[src/rtl/cdt_pkg.sv]
package cdt_pkg;
  localparam int DW    = 32;
  localparam int PRE_W = 12;
  localparam int NSRC  = 4;
  localparam int SRC_W = $clog2(NSRC);

  localparam logic [2:0] IDX_CTL   = 3'd0;
  localparam logic [2:0] IDX_STAT  = 3'd1;
  localparam logic [2:0] IDX_LOAD  = 3'd2;
  localparam logic [2:0] IDX_MATCH = 3'd3;
  localparam logic [2:0] IDX_COUNT = 3'd4;

  // Control word, most significant field first; positions are software visible.
  typedef struct packed {
    logic [5:0]       pad;
    logic [SRC_W-1:0] src;
    logic [1:0]       pin;
    logic [3:0]       lowpwr;
    logic             wthru;
    logic             srst;
    logic [PRE_W-1:0] div;
    logic             rsel;
    logic             ie;
    logic             emod;
    logic             run;
  } ctl_t;
endpackage

[src/rtl/cdt_prescale.sv]
module cdt_prescale
  import cdt_pkg::*;
#(
  parameter int PW = PRE_W,
  parameter int NS = NSRC,
  localparam int SW = $clog2(NS)
) (
  input  logic          clk,
  input  logic          rst,
  input  logic          run,
  input  logic [SW-1:0] sel,
  input  logic [NS-1:0] strobes,
  input  logic [PW-1:0] div,
  output logic          tick
);
  logic [PW-1:0] acc;
  logic          strobe;

  assign strobe = run && strobes[sel];
  assign tick   = strobe && (acc >= div);

  always_ff @(posedge clk) begin
    if (rst || !run)  acc <= '0;
    else if (strobe)  acc <= (acc >= div) ? '0 : acc + 1'b1;
  end

  // a nonzero divider never gives ticks on back-to-back cycles
  assert_div_gap_R3: assert property (@(posedge clk) disable iff (rst)
    (tick && div != '0 && $stable(div)) |=> !tick);
endmodule

[src/rtl/cdt_counter.sv]
module cdt_counter #(
  parameter int W = 32
) (
  input  logic         clk,
  input  logic         rst,
  input  logic         clr,
  input  logic         tick,
  input  logic         ld,
  input  logic [W-1:0] ld_data,
  input  logic [W-1:0] reload_val,
  input  logic [W-1:0] match,
  input  logic         rsel,
  output logic [W-1:0] cnt,
  output logic         hit
);
  logic [W-1:0] nxt;

  always_comb begin
    nxt = cnt;
    if (ld)             nxt = ld_data;
    else if (tick) begin
      if (cnt == '0)    nxt = rsel ? reload_val : '1;
      else              nxt = cnt - 1'b1;
    end
  end

  assign hit = tick && !ld && !clr && (nxt == match);

  always_ff @(posedge clk) begin
    if (rst || clr) cnt <= '0;
    else            cnt <= nxt;
  end

  // no tick, no load, no clear -> value holds
  assert_hold_R4: assert property (@(posedge clk) disable iff (rst)
    (!tick && !ld && !clr) |=> $stable(cnt));
  // free-running wrap
  assert_wrap_R6: assert property (@(posedge clk) disable iff (rst)
    (tick && !ld && !clr && cnt == '0 && !rsel) |=> (cnt == '1));
  // refill at end of count
  assert_refill_R5: assert property (@(posedge clk) disable iff (rst)
    (tick && !ld && !clr && cnt == '0 && rsel) |=> (cnt == $past(reload_val)));
  // a hit leaves the counter on the match value
  assert_hit_R7: assert property (@(posedge clk) disable iff (rst)
    hit |=> (cnt == $past(match)));
endmodule

[src/rtl/cdt_regs.sv]
module cdt_regs
  import cdt_pkg::*;
#(
  parameter int RST_CYC = 4,
  localparam int RW = $clog2(RST_CYC + 1)
) (
  input  logic          clk,
  input  logic          rst,
  input  logic [4:0]    addr,
  input  logic          we,
  input  logic [DW-1:0] wdata,
  input  logic          hit,
  input  logic [DW-1:0] cnt,
  output ctl_t          ctl_q,
  output logic [DW-1:0] load_q,
  output logic [DW-1:0] match_q,
  output logic          flag_q,
  output logic          busy,
  output logic          ld,
  output logic [DW-1:0] ld_data,
  output logic          clr,
  output logic [DW-1:0] rdata
);
  logic [RW-1:0] rst_cnt;
  logic [2:0]    idx;
  logic          aligned, wr_ok, wr_ctl, wr_load, wr_match, wr_stat, start;
  logic          ld_en, ld_wt;
  ctl_t          wctl, keep, clean, rd_ctl;
  logic [DW-1:0] rd_mux;

  assign idx      = addr[4:2];
  assign aligned  = (addr[1:0] == 2'b00);
  assign busy     = (rst_cnt != '0);
  assign wr_ok    = we && aligned && !busy;
  assign wr_ctl   = wr_ok && idx == IDX_CTL;
  assign wr_stat  = wr_ok && idx == IDX_STAT;
  assign wr_load  = wr_ok && idx == IDX_LOAD;
  assign wr_match = wr_ok && idx == IDX_MATCH;
  assign wctl     = ctl_t'(wdata);
  assign start    = wr_ctl && wctl.srst;

  always_comb begin
    keep        = '0;
    keep.lowpwr = ctl_q.lowpwr;
    keep.src    = ctl_q.src;
    clean       = wctl;
    clean.srst  = 1'b0;
    clean.pad   = '0;
  end

  assign ld_en   = wr_ctl && !wctl.srst && wctl.run && wctl.emod && !ctl_q.run;
  assign ld_wt   = wr_load && ctl_q.wthru;
  assign ld      = ld_en || ld_wt;
  assign ld_data = ld_wt ? wdata : load_q;
  assign clr     = start || busy;

  always_comb begin
    rd_ctl      = ctl_q;
    rd_ctl.srst = busy;
    rd_mux      = '0;
    if (aligned) begin
      unique case (idx)
        IDX_CTL:   rd_mux = rd_ctl;
        IDX_STAT:  rd_mux = {{(DW-1){1'b0}}, flag_q};
        IDX_LOAD:  rd_mux = load_q;
        IDX_MATCH: rd_mux = match_q;
        IDX_COUNT: rd_mux = cnt;
        default:   rd_mux = '0;
      endcase
    end
  end

  always_ff @(posedge clk) begin
    if (rst) begin
      ctl_q   <= '0;
      load_q  <= '0;
      match_q <= '0;
      flag_q  <= 1'b0;
      rst_cnt <= '0;
      rdata   <= '0;
    end else begin
      if (start) begin
        ctl_q   <= keep;
        load_q  <= '0;
        match_q <= '0;
        rst_cnt <= RW'(RST_CYC);
      end else begin
        if (busy)     rst_cnt <= rst_cnt - 1'b1;
        if (wr_ctl)   ctl_q   <= clean;
        if (wr_load)  load_q  <= wdata;
        if (wr_match) match_q <= wdata;
      end
      if (start)                   flag_q <= 1'b0;
      else if (hit)                flag_q <= 1'b1;
      else if (wr_stat && wdata[0]) flag_q <= 1'b0;
      rdata <= rd_mux;
    end
  end

  // writing 0 to the flag bit keeps it
  assert_w1c_zero_R8: assert property (@(posedge clk) disable iff (rst)
    (flag_q && wr_stat && !wdata[0]) |=> flag_q);
  // flag is sticky without a clearing write or reset
  assert_sticky_R7: assert property (@(posedge clk) disable iff (rst)
    (flag_q && !(wr_stat && wdata[0]) && !start) |=> flag_q);
  // during the internal reset the timer is stopped and cleared
  assert_srst_quiet_R12: assert property (@(posedge clk) disable iff (rst)
    busy |-> (!ctl_q.run && load_q == '0 && match_q == '0 && !flag_q));
endmodule

[src/rtl/cmp_countdown_timer.sv]
module cmp_countdown_timer
  import cdt_pkg::*;
#(
  parameter int RST_CYC = 4
) (
  input  logic            clk,
  input  logic            rst,
  input  logic [4:0]      bus_addr,
  input  logic            bus_we,
  input  logic [DW-1:0]   bus_wdata,
  output logic [DW-1:0]   bus_rdata,
  input  logic [NSRC-1:0] src_tick,
  output logic            irq
);
  ctl_t          ctl_q;
  logic [DW-1:0] load_q, match_q, cnt, ld_data;
  logic          flag_q, busy, ld, clr, hit, tick;

  cdt_regs #(.RST_CYC(RST_CYC)) u_regs (
    .clk(clk), .rst(rst), .addr(bus_addr), .we(bus_we), .wdata(bus_wdata),
    .hit(hit), .cnt(cnt), .ctl_q(ctl_q), .load_q(load_q), .match_q(match_q),
    .flag_q(flag_q), .busy(busy), .ld(ld), .ld_data(ld_data), .clr(clr),
    .rdata(bus_rdata)
  );

  cdt_prescale #(.PW(PRE_W), .NS(NSRC)) u_pre (
    .clk(clk), .rst(rst), .run(ctl_q.run), .sel(ctl_q.src),
    .strobes(src_tick), .div(ctl_q.div), .tick(tick)
  );

  cdt_counter #(.W(DW)) u_cnt (
    .clk(clk), .rst(rst), .clr(clr), .tick(tick), .ld(ld), .ld_data(ld_data),
    .reload_val(load_q), .match(match_q), .rsel(ctl_q.rsel),
    .cnt(cnt), .hit(hit)
  );

  always_ff @(posedge clk) begin
    if (rst) irq <= 1'b0;
    else     irq <= flag_q && ctl_q.ie;
  end

  // interrupt follows flag and enable one cycle later
  assert_irq_R9: assert property (@(posedge clk) disable iff (rst)
    1'b1 |=> (irq == $past(flag_q && ctl_q.ie)));
  // the counter stays cleared while the internal reset runs
  assert_srst_cnt_R12: assert property (@(posedge clk) disable iff (rst)
    busy |=> (cnt == '0));
endmodule

[config.mk]
export PLATFORM = sky130hd
export DESIGN_NAME = cmp_countdown_timer
export DESIGN_NICKNAME = d
export VERILOG_FILES = /design/src/rtl/cdt_pkg.sv /design/src/rtl/cdt_prescale.sv /design/src/rtl/cdt_counter.sv /design/src/rtl/cdt_regs.sv /design/src/rtl/cmp_countdown_timer.sv
export SDC_FILE = /design/constraint.sdc
export NUM_CORES = 1
export LEC_CHECK = 0
export BUFFER_PORTS_ARGS = -buffer_cell sky130_fd_sc_hd__buf_2
export CORE_MARGIN = 2
export CORE_UTILIZATION = 55
export CTS_BUF_LIST = sky130_fd_sc_hd__clkbuf_8 sky130_fd_sc_hd__clkbuf_16
export DETAILED_ROUTE_END_ITERATION = 6
export HOLD_SLACK_MARGIN = 0.06
export PLACE_DENSITY = 0.74
export SETUP_SLACK_MARGIN = 0.4
export SLEW_MARGIN = 20
export SYNTH_ARGS = -nofsm -noshare
export SYNTH_HDL_FRONTEND = slang
export SYNTH_SLANG_ARGS = --single-unit
[constraint.sdc]
create_clock -name clk -period 4.63 [get_ports clk]
set_clock_uncertainty 0.05 [all_clocks]
set_input_delay 0.463 -clock clk [delete_from_list [all_inputs] [get_ports clk]]
set_output_delay 0.463 -clock clk [all_outputs]
set_load 0.02 [all_outputs]
==> impl_metrics.yaml, run 1 <==
outcome:
  outcome: "finished clean"
logic_synthesis:
  synth_edf_count: 0
  ys_seq_elements: 170
  syn_nets: 1218
  netlist_area_um2: 8940
  avgSynthCellArea_um2: 7.73
  synth-main-ff-cell: "dfxtp_1"
  async_reset_ff_share_pct: 0
  yosys.cell_types.count: 72
  synthCells: 1156
  yosys_warnings: 0
  ys_seq_area_share_pct: 38.1
sta:
  drv_slew: 0
  setup_viol: 0
  maxClockFrequency_mhz: 255
  fin_crit_sh_pct: 84.8
  tightest_slew_ns: 1.02
  hold_viol: 0
  setup-tns-final_ns: 0
  fin_crit_ns: 3.93
  relSlewSlack_pct: 31.7
  rsz0062_at_grt: "false"
power:
  p_leak_nw: 3.64
  irDropWorstVdd_uv: 263
  power_per_cell_area_nw_per_um2: 333
layout:
  layout_common_cells: "nand2_1 (217), dfxtp_1 (170), a21oi_1 (152)"
  final_util_pct: 64.2
  num-nets-final: 1268
  final_cell_count_no_fill: 1435
  layout-drive-gt1-share_pct: 14.1
  area_growth_syn_to_layout_pct: 14.1
  final_common_cell: "nand2_1"
  diodes: 0
clocking:
  cts_setup_buffers: 0
  numCtsBuffers: 17
  clock_latency_ns: 0.44
  cts.clk_slew.worst_paths_ns: 0.07
  cts_htree_levels: 4
  clockRootBuffer: "clkbuf_16"
  clk_path_buf_depth: 2
  cts_num_sinks: 170
  cts_tree: "done"
critical_path:
  r2r-start: "u_cnt.cnt[3]$_SDFF_PP0_"
  cp_slowest_stage_delay_ns: 0.66
  start_kind: "flip-flop"
  end_kind: "flip-flop"
  reg2reg_slack_ns: 0.70
  critPathSlowestCell: "nor4_1"
  crit_path_max_fanout: 20
  critPathKind: "reg2reg"
  reg2reg_depth: 11
  path_buf_inv: 1
  crit_chain: "nor4_1, and3_1, nand4_2, buf_4, nand2_1, a21oi_1, o31ai_1, xnor2_1, nand3_1, or4b_1, o31ai_2"
  path_delay_family: "simple AND/OR/NAND/NOR gates"
  arrival_ns: 4.24
  reg2reg_to: "u_regs.flag_q$_SDFFE_PP0P_"
  cp.required_ns: 4.94
floorplan:
  core.rowCount: 46
  dieArea_um2: 17300
  die_width_um: 131
  coreArea_um2: 15900
  die_h_um: 131
  initial_utilization_pct: 56.3
  ios: 77
placed_design:
  globalplace.congestion: 1.07
  hpwl_mm: 22.0
  portBuffers: 76
  place_inst: 1403
global_routing:
  grt_max_degree: 58
  antenna_found_initial: 0
  grt_pass1_vias: 8636
  grt.overflow.total: 0
  grt_pass1_wl_mm: 48.9
  grtUsageTotal_pct: 35.7
detailed_routing:
  wirelength_mm: 31.5
  vias: 9370
  drt_iter0_drc: 1487
  post_drt_via_cell_ratio: 6.53
  dr.pass1.iters: 6
  ant_nets: 0
  routed_wire_length_per_instance_um: 21.9
  drc: 0
min_path:
  hold_start: "bus_wdata[27]"
  min_path_cells: 3
  min_path_type: "in2reg"
  holdPathEnd: "u_regs.load_q[27]$_SDFFE_PP0P_"
flow_run:
  cap_violations: 0
[cells in the mapped netlist, types with 3 or more instances]
| cell type | count | area share, % |
|---|---|---|
| mux2i_1 | 14 | 1.6 |
| nor3_2 | 3 | 0.34 |
| o211ai_1 | 4 | 0.34 |
| a221o_1 | 3 | 0.34 |
| a221oi_1 | 4 | 0.39 |
| o22ai_1 | 22 | 1.5 |
| a21oi_1 | 152 | 8.5 |
| xnor2_1 | 20 | 2.0 |
| nand4_1 | 7 | 0.49 |
| or4_4 | 4 | 0.50 |
| nor3_1 | 25 | 1.4 |
| ha_1 | 18 | 2.5 |
| xor2_1 | 21 | 2.1 |
| o221ai_1 | 4 | 0.39 |
| o22a_1 | 8 | 0.78 |
| or3_1 | 12 | 0.84 |
| nor2_1 | 80 | 3.4 |
| o31a_1 | 4 | 0.39 |
| buf_1 | 4 | 0.17 |
| buf_2 | 7 | 0.39 |
| a31oi_1 | 12 | 0.84 |
| nor4_2 | 3 | 0.42 |
| nor4bb_1 | 3 | 0.34 |
| nand3b_1 | 10 | 0.84 |
| or4_1 | 3 | 0.25 |
| nand2b_1 | 5 | 0.35 |
| a211oi_1 | 11 | 0.92 |
| nor2b_1 | 10 | 0.70 |
| nor3b_1 | 8 | 0.67 |
| clkbuf_1 | 69 | 2.9 |
| dfxtp_1 | 170 | 38 |
| and3_1 | 9 | 0.63 |
| inv_1 | 25 | 1.0 |
| o21ai_1 | 9 | 0.50 |
| nor4_1 | 18 | 1.3 |
| o21ai_0 | 25 | 1.4 |
| and2_1 | 8 | 0.56 |
| a22oi_1 | 53 | 4.5 |
| nand3_1 | 20 | 1.1 |
| nand2_1 | 217 | 9.1 |
| o31ai_1 | 10 | 0.84 |
[per-layer routing]
layer	GRT usage, %	part of all wire (%)	routed length, um	vias to the layer above
met1	52.0	42	13200	4402
met3	6.52	12	3650	84
li1	-	-	-	4246
met4	9.84	2.4	749	0
met2	54.1	44	13800	638
met5	0	0	0	-
[per-stage QoR]
| step | cell area [um^2] | setup slack (ns) | power [W] | hold WS (ns) |
|---|---|---|---|---|
| 6_report | 10200 | 0.704 | 0.00339 | 0.238 |
| 3_5_place_dp | 9590 | 0.631 | 0.00190 | 0.391 |
| 4_1_cts | 10200 | 0.603 | 0.00338 | 0.232 |
| 3_3_place_gp | 9590 | 0.651 | 0.00189 | 0.392 |
| 5_1_grt | 10200 | 0.495 | 0.00347 | 0.241 |
| 2_1_floorplan | 8940 | 1.14 | 0.00175 | 0.373 |
[repair_timing]
action | CTS | global route
gates resized for setup | 0 | 1
hold buffers | 0 | 0
setup endpoints to repair | 0 | 1
[sequential cells by signal, indices dropped and copies added, names as in the netlist, 3 cells and up]
register,cells
u_regs.match_q,32
u_regs.rst_cnt,3
u_cnt.cnt,32
u_regs.ctl_q,25
u_pre.acc,12
u_regs.load_q,32
u_regs.rdata,32
[kinds of logic (layout without fill, tap and decap cells)]
family | count (synthesis) | after routing | share of synthesized area (%)
buffers and inverters | 106 | 169 | 4.59
xor gates and xnor gates | 41 | 41 | 4.02
muxes | 17 | 17 | 2.07
DFF | 170 | 170 | 38.1
AOI/OAI and AO/OA | 342 | 342 | 23.8
and+or+nand+nor | 462 | 462 | 24.9
adders and majority gates | 18 | 18 | 2.52
[power by group]
part	total [W]	switching (W)	internal, W	leakage (nW)
clock	0.00151	0.000646	0.000868	0.298
combinational	0.000383	0.000266	0.000117	1.98
sequential	0.00150	0.0000166	0.00148	1.37
total	0.00339	0.000928	0.00246	3.64
[worst max-delay path by stage]
| stage | cells past startpoint | to | slack, ns | from |
|---|---|---|---|---|
| after floorplan | 14 | u_regs.flag_q$_SDFFE_PP0P_ | 1.14 | u_cnt.cnt[0]$_SDFF_PP0_ |
| after global placement | 12 | u_regs.flag_q$_SDFFE_PP0P_ | 0.65 | u_cnt.cnt[0]$_SDFF_PP0_ |
| after detailed placement | 12 | u_regs.flag_q$_SDFFE_PP0P_ | 0.63 | u_cnt.cnt[0]$_SDFF_PP0_ |
| after CTS | 12 | u_regs.flag_q$_SDFFE_PP0P_ | 0.60 | u_cnt.cnt[0]$_SDFF_PP0_ |
| after global routing | 11 | u_regs.flag_q$_SDFFE_PP0P_ | 0.49 | u_cnt.cnt[2]$_SDFF_PP0_ |
| final | 11 | u_regs.flag_q$_SDFFE_PP0P_ | 0.70 | u_cnt.cnt[3]$_SDFF_PP0_ |
[layout make-up]
type / count / area [um^2]
Clock buffer: 18 / 439
Clock inverter: 14 / 171
Fill cell: 1424 / 5680
Inverter: 25 / 93.8
Multi-Input combinational cell: 880 / 5160
Sequential cell: 170 / 3400
Tap cell: 216 / 270
Timing Repair Buffer: 112 / 663
[worst reg2reg max path, cell delays in order, from the launching register on]
cell and delay, ns:
dfxtp_1 0.37, nor4_1 0.66, and3_1 0.34, nand4_2 0.49, buf_4 0.39, nand2_1 0.07, a21oi_1 0.07, o31ai_1 0.35
xnor2_1 0.17, nand3_1 0.11, or4b_1 0.55, o31ai_2 0.23
Power figures use the tool's default switching activity.
==> run 2: changes to the inputs <==
- CORE_UTILIZATION: 55 -> 54
- PLACE_DENSITY: 0.74 -> 0.76
- clock period: 4.63 -> 3.2 ns (I/O delays scaled with it)
==> impl_metrics.yaml, run 2 (same netlist as run 1, synthesis figures left out) <==
detailed_routing:
  drt_iter0_drc: 1020
  dr.pass1.iters: 6
  ant_nets: 0
  routed_wire_length_per_instance_um: 21.7
  wirelength_mm: 34.5
  drc: 0
  vias: 10033
  post_drt_via_cell_ratio: 6.30
floorplan:
  coreArea_um2: 16400
  dieArea_um2: 17600
  die_h_um: 133
  die_width_um: 133
  ios: 77
  initial_utilization_pct: 54.5
  core.rowCount: 47
outcome:
  outcome: "finished, violations left"
  violations: "setup timing"
critical_path:
  end_kind: "flip-flop"
  critPathKind: "reg2reg"
  reg2reg_slack_ns: -0.23
  critical_path.startpoint: "u_regs.ctl_q[7]$_SDFFE_PP0N_"
  crit_path_max_fanout: 6
  cp.required_ns: 3.50
  arrival_ns: 3.73
  start_kind: "flip-flop"
  reg2reg_to: "u_regs.flag_q$_SDFFE_PP0P_"
  reg2reg_depth: 13
  r2r-start: "u_regs.ctl_q[7]$_SDFFE_PP0N_"
  worstSetupEndpoint: "u_regs.flag_q$_SDFFE_PP0P_"
sta:
  tightest_slew_ns: 0.829
  relSlewSlack_pct: 44.6
  rsz0062_at_grt: "true"
  hold_viol: 0
  fin_crit_sh_pct: 107
  drv_slew: 0
  setup-tns-final_ns: -0.228
  fin_crit_ns: 3.43
  worst_slack_ns: -0.228
  hold_ws_ns: 0.0954
  maxClockFrequency_mhz: 292
  setup_viol: 1
layout:
  final_cell_count_no_fill: 1593
  layout_common_cells: "nand2_1 (216), buf_4 (181), dfxtp_1 (165)"
  area_growth_syn_to_layout_pct: 29.8
  diodes: 0
  num-nets-final: 1422
  layout-drive-gt1-share_pct: 26.4
  final_common_cell: "nand2_1"
  final_util_pct: 70.7
clocking:
  cts_num_sinks: 170
  numCtsBuffers: 17
  clockRootBuffer: "clkbuf_16"
  cts.clk_slew.worst_paths_ns: 0.07
  clock_latency_ns: 0.44
  cts_htree_levels: 4
  cts_tree: "done"
  clk_path_buf_depth: 2
placed_design:
  globalplace.congestion: 1.05
  place_inst: 1557
  portBuffers: 76
  hpwl_mm: 25.0
global_routing:
  grt_pass1_wl_mm: 52.9
  grtUsageTotal_pct: 38.6
  grt_pass1_vias: 9681
  grt_max_degree: 49
  grt.overflow.total: 0
  antenna_found_initial: 0
flow_run:
  cap_violations: 0
power:
  pwr-share-seq_pct: 44.2
  power_per_cell_area_nw_per_um2: 421
  irDropWorstVdd_uv: 414
  switching_share_pct: 29.6
  p_clk_share_pct: 41.8
  combPwrFrac_pct: 14.0
  p_leak_nw: 4.47
  p_int_w: 0.00344
  switching_power_w: 0.00145
min_path:
  min_path_type: "in2reg"
  min_path_cells: 3
## run 2: repair_timing
action | CTS | global route
buffers inserted | 0 | 4
endpoints found under the setup margin | 8 | 11
resized for setup | 23 | 25
pin swaps | 10 | 14
hold buffers | 0 | 0
## run 2: power by group through the flow
| stage | Combinational [W] | Sequential [W] | Clock [W] |
|---|---|---|---|
| after floorplan | 0.000332 | 0.00220 | 0 |
| after global placement | 0.000623 | 0.00221 | 0 |
| after detailed placement | 0.000632 | 0.00221 | 0 |
| after CTS | 0.000651 | 0.00216 | 0.00204 |
| after global routing | 0.000724 | 0.00216 | 0.00212 |
| final | 0.000687 | 0.00216 | 0.00204 |
## run 2: stage by stage
stage	worst slack [ns]	power (W)	area, um^2
finish	-0.228	0.00489	11600
global route	-0.360	0.00501	11600
floorplan	-0.283	0.00254	8950
global placement	-0.189	0.00283	10800
detailed placement	-0.342	0.00284	10800
CTS	-0.186	0.00485	11500
## run 2: worst min-delay path by stage
stage | startpoint | endpoint | slack [ns]
floorplan | u_regs.ctl_q[2]$_SDFFE_PP0N_ | irq$_SDFF_PP0_ | 0.37
global placement | u_regs.ctl_q[23]$_SDFFE_PP0N_ | u_regs.ctl_q[23]$_SDFFE_PP0N_ | 0.39
detailed placement | u_regs.ctl_q[1]$_SDFFE_PP0N_ | u_regs.ctl_q[1]$_SDFFE_PP0N_ | 0.40
CTS | bus_wdata[28] | u_regs.load_q[28]$_SDFFE_PP0P_ | 0.09
global route | bus_wdata[18] | u_regs.match_q[18]$_SDFFE_PP0P_ | 0.10
finish | bus_wdata[31] | u_regs.load_q[31]$_SDFFE_PP0P_ | 0.1
## run 2: metal layers
layer | global-route usage (%) | wire length, um
met1 | 52.0 | 14300
met2 | 59.9 | 15600
met3 | 9.20 | 3550
met4 | 15.4 | 1030
met5 | 0 | 0
## run 2: final cells by class
type	instances	area [um^2]
inverter	25	93.8
timing repair buffer	266	1900
fill	1350	4800
tap	220	275
sequential	170	3410
clock buffer	18	439
multi-input combinational	880	5360
clock inverter	14	130
## run 2: worst max-delay path, stage by stage (launching register included)
cell,delay [ns]
dfxtp_1,0.36
inv_1,0.11
ha_1,0.29
nor2_1,0.07
nor4_4,0.39
o31a_1,0.22
o21ai_1,0.07
buf_4,0.19
buf_12,0.14
or4_4,0.53
and3_1,0.22
nor4_2,0.31
nand4_1,0.14
o31ai_2,0.25
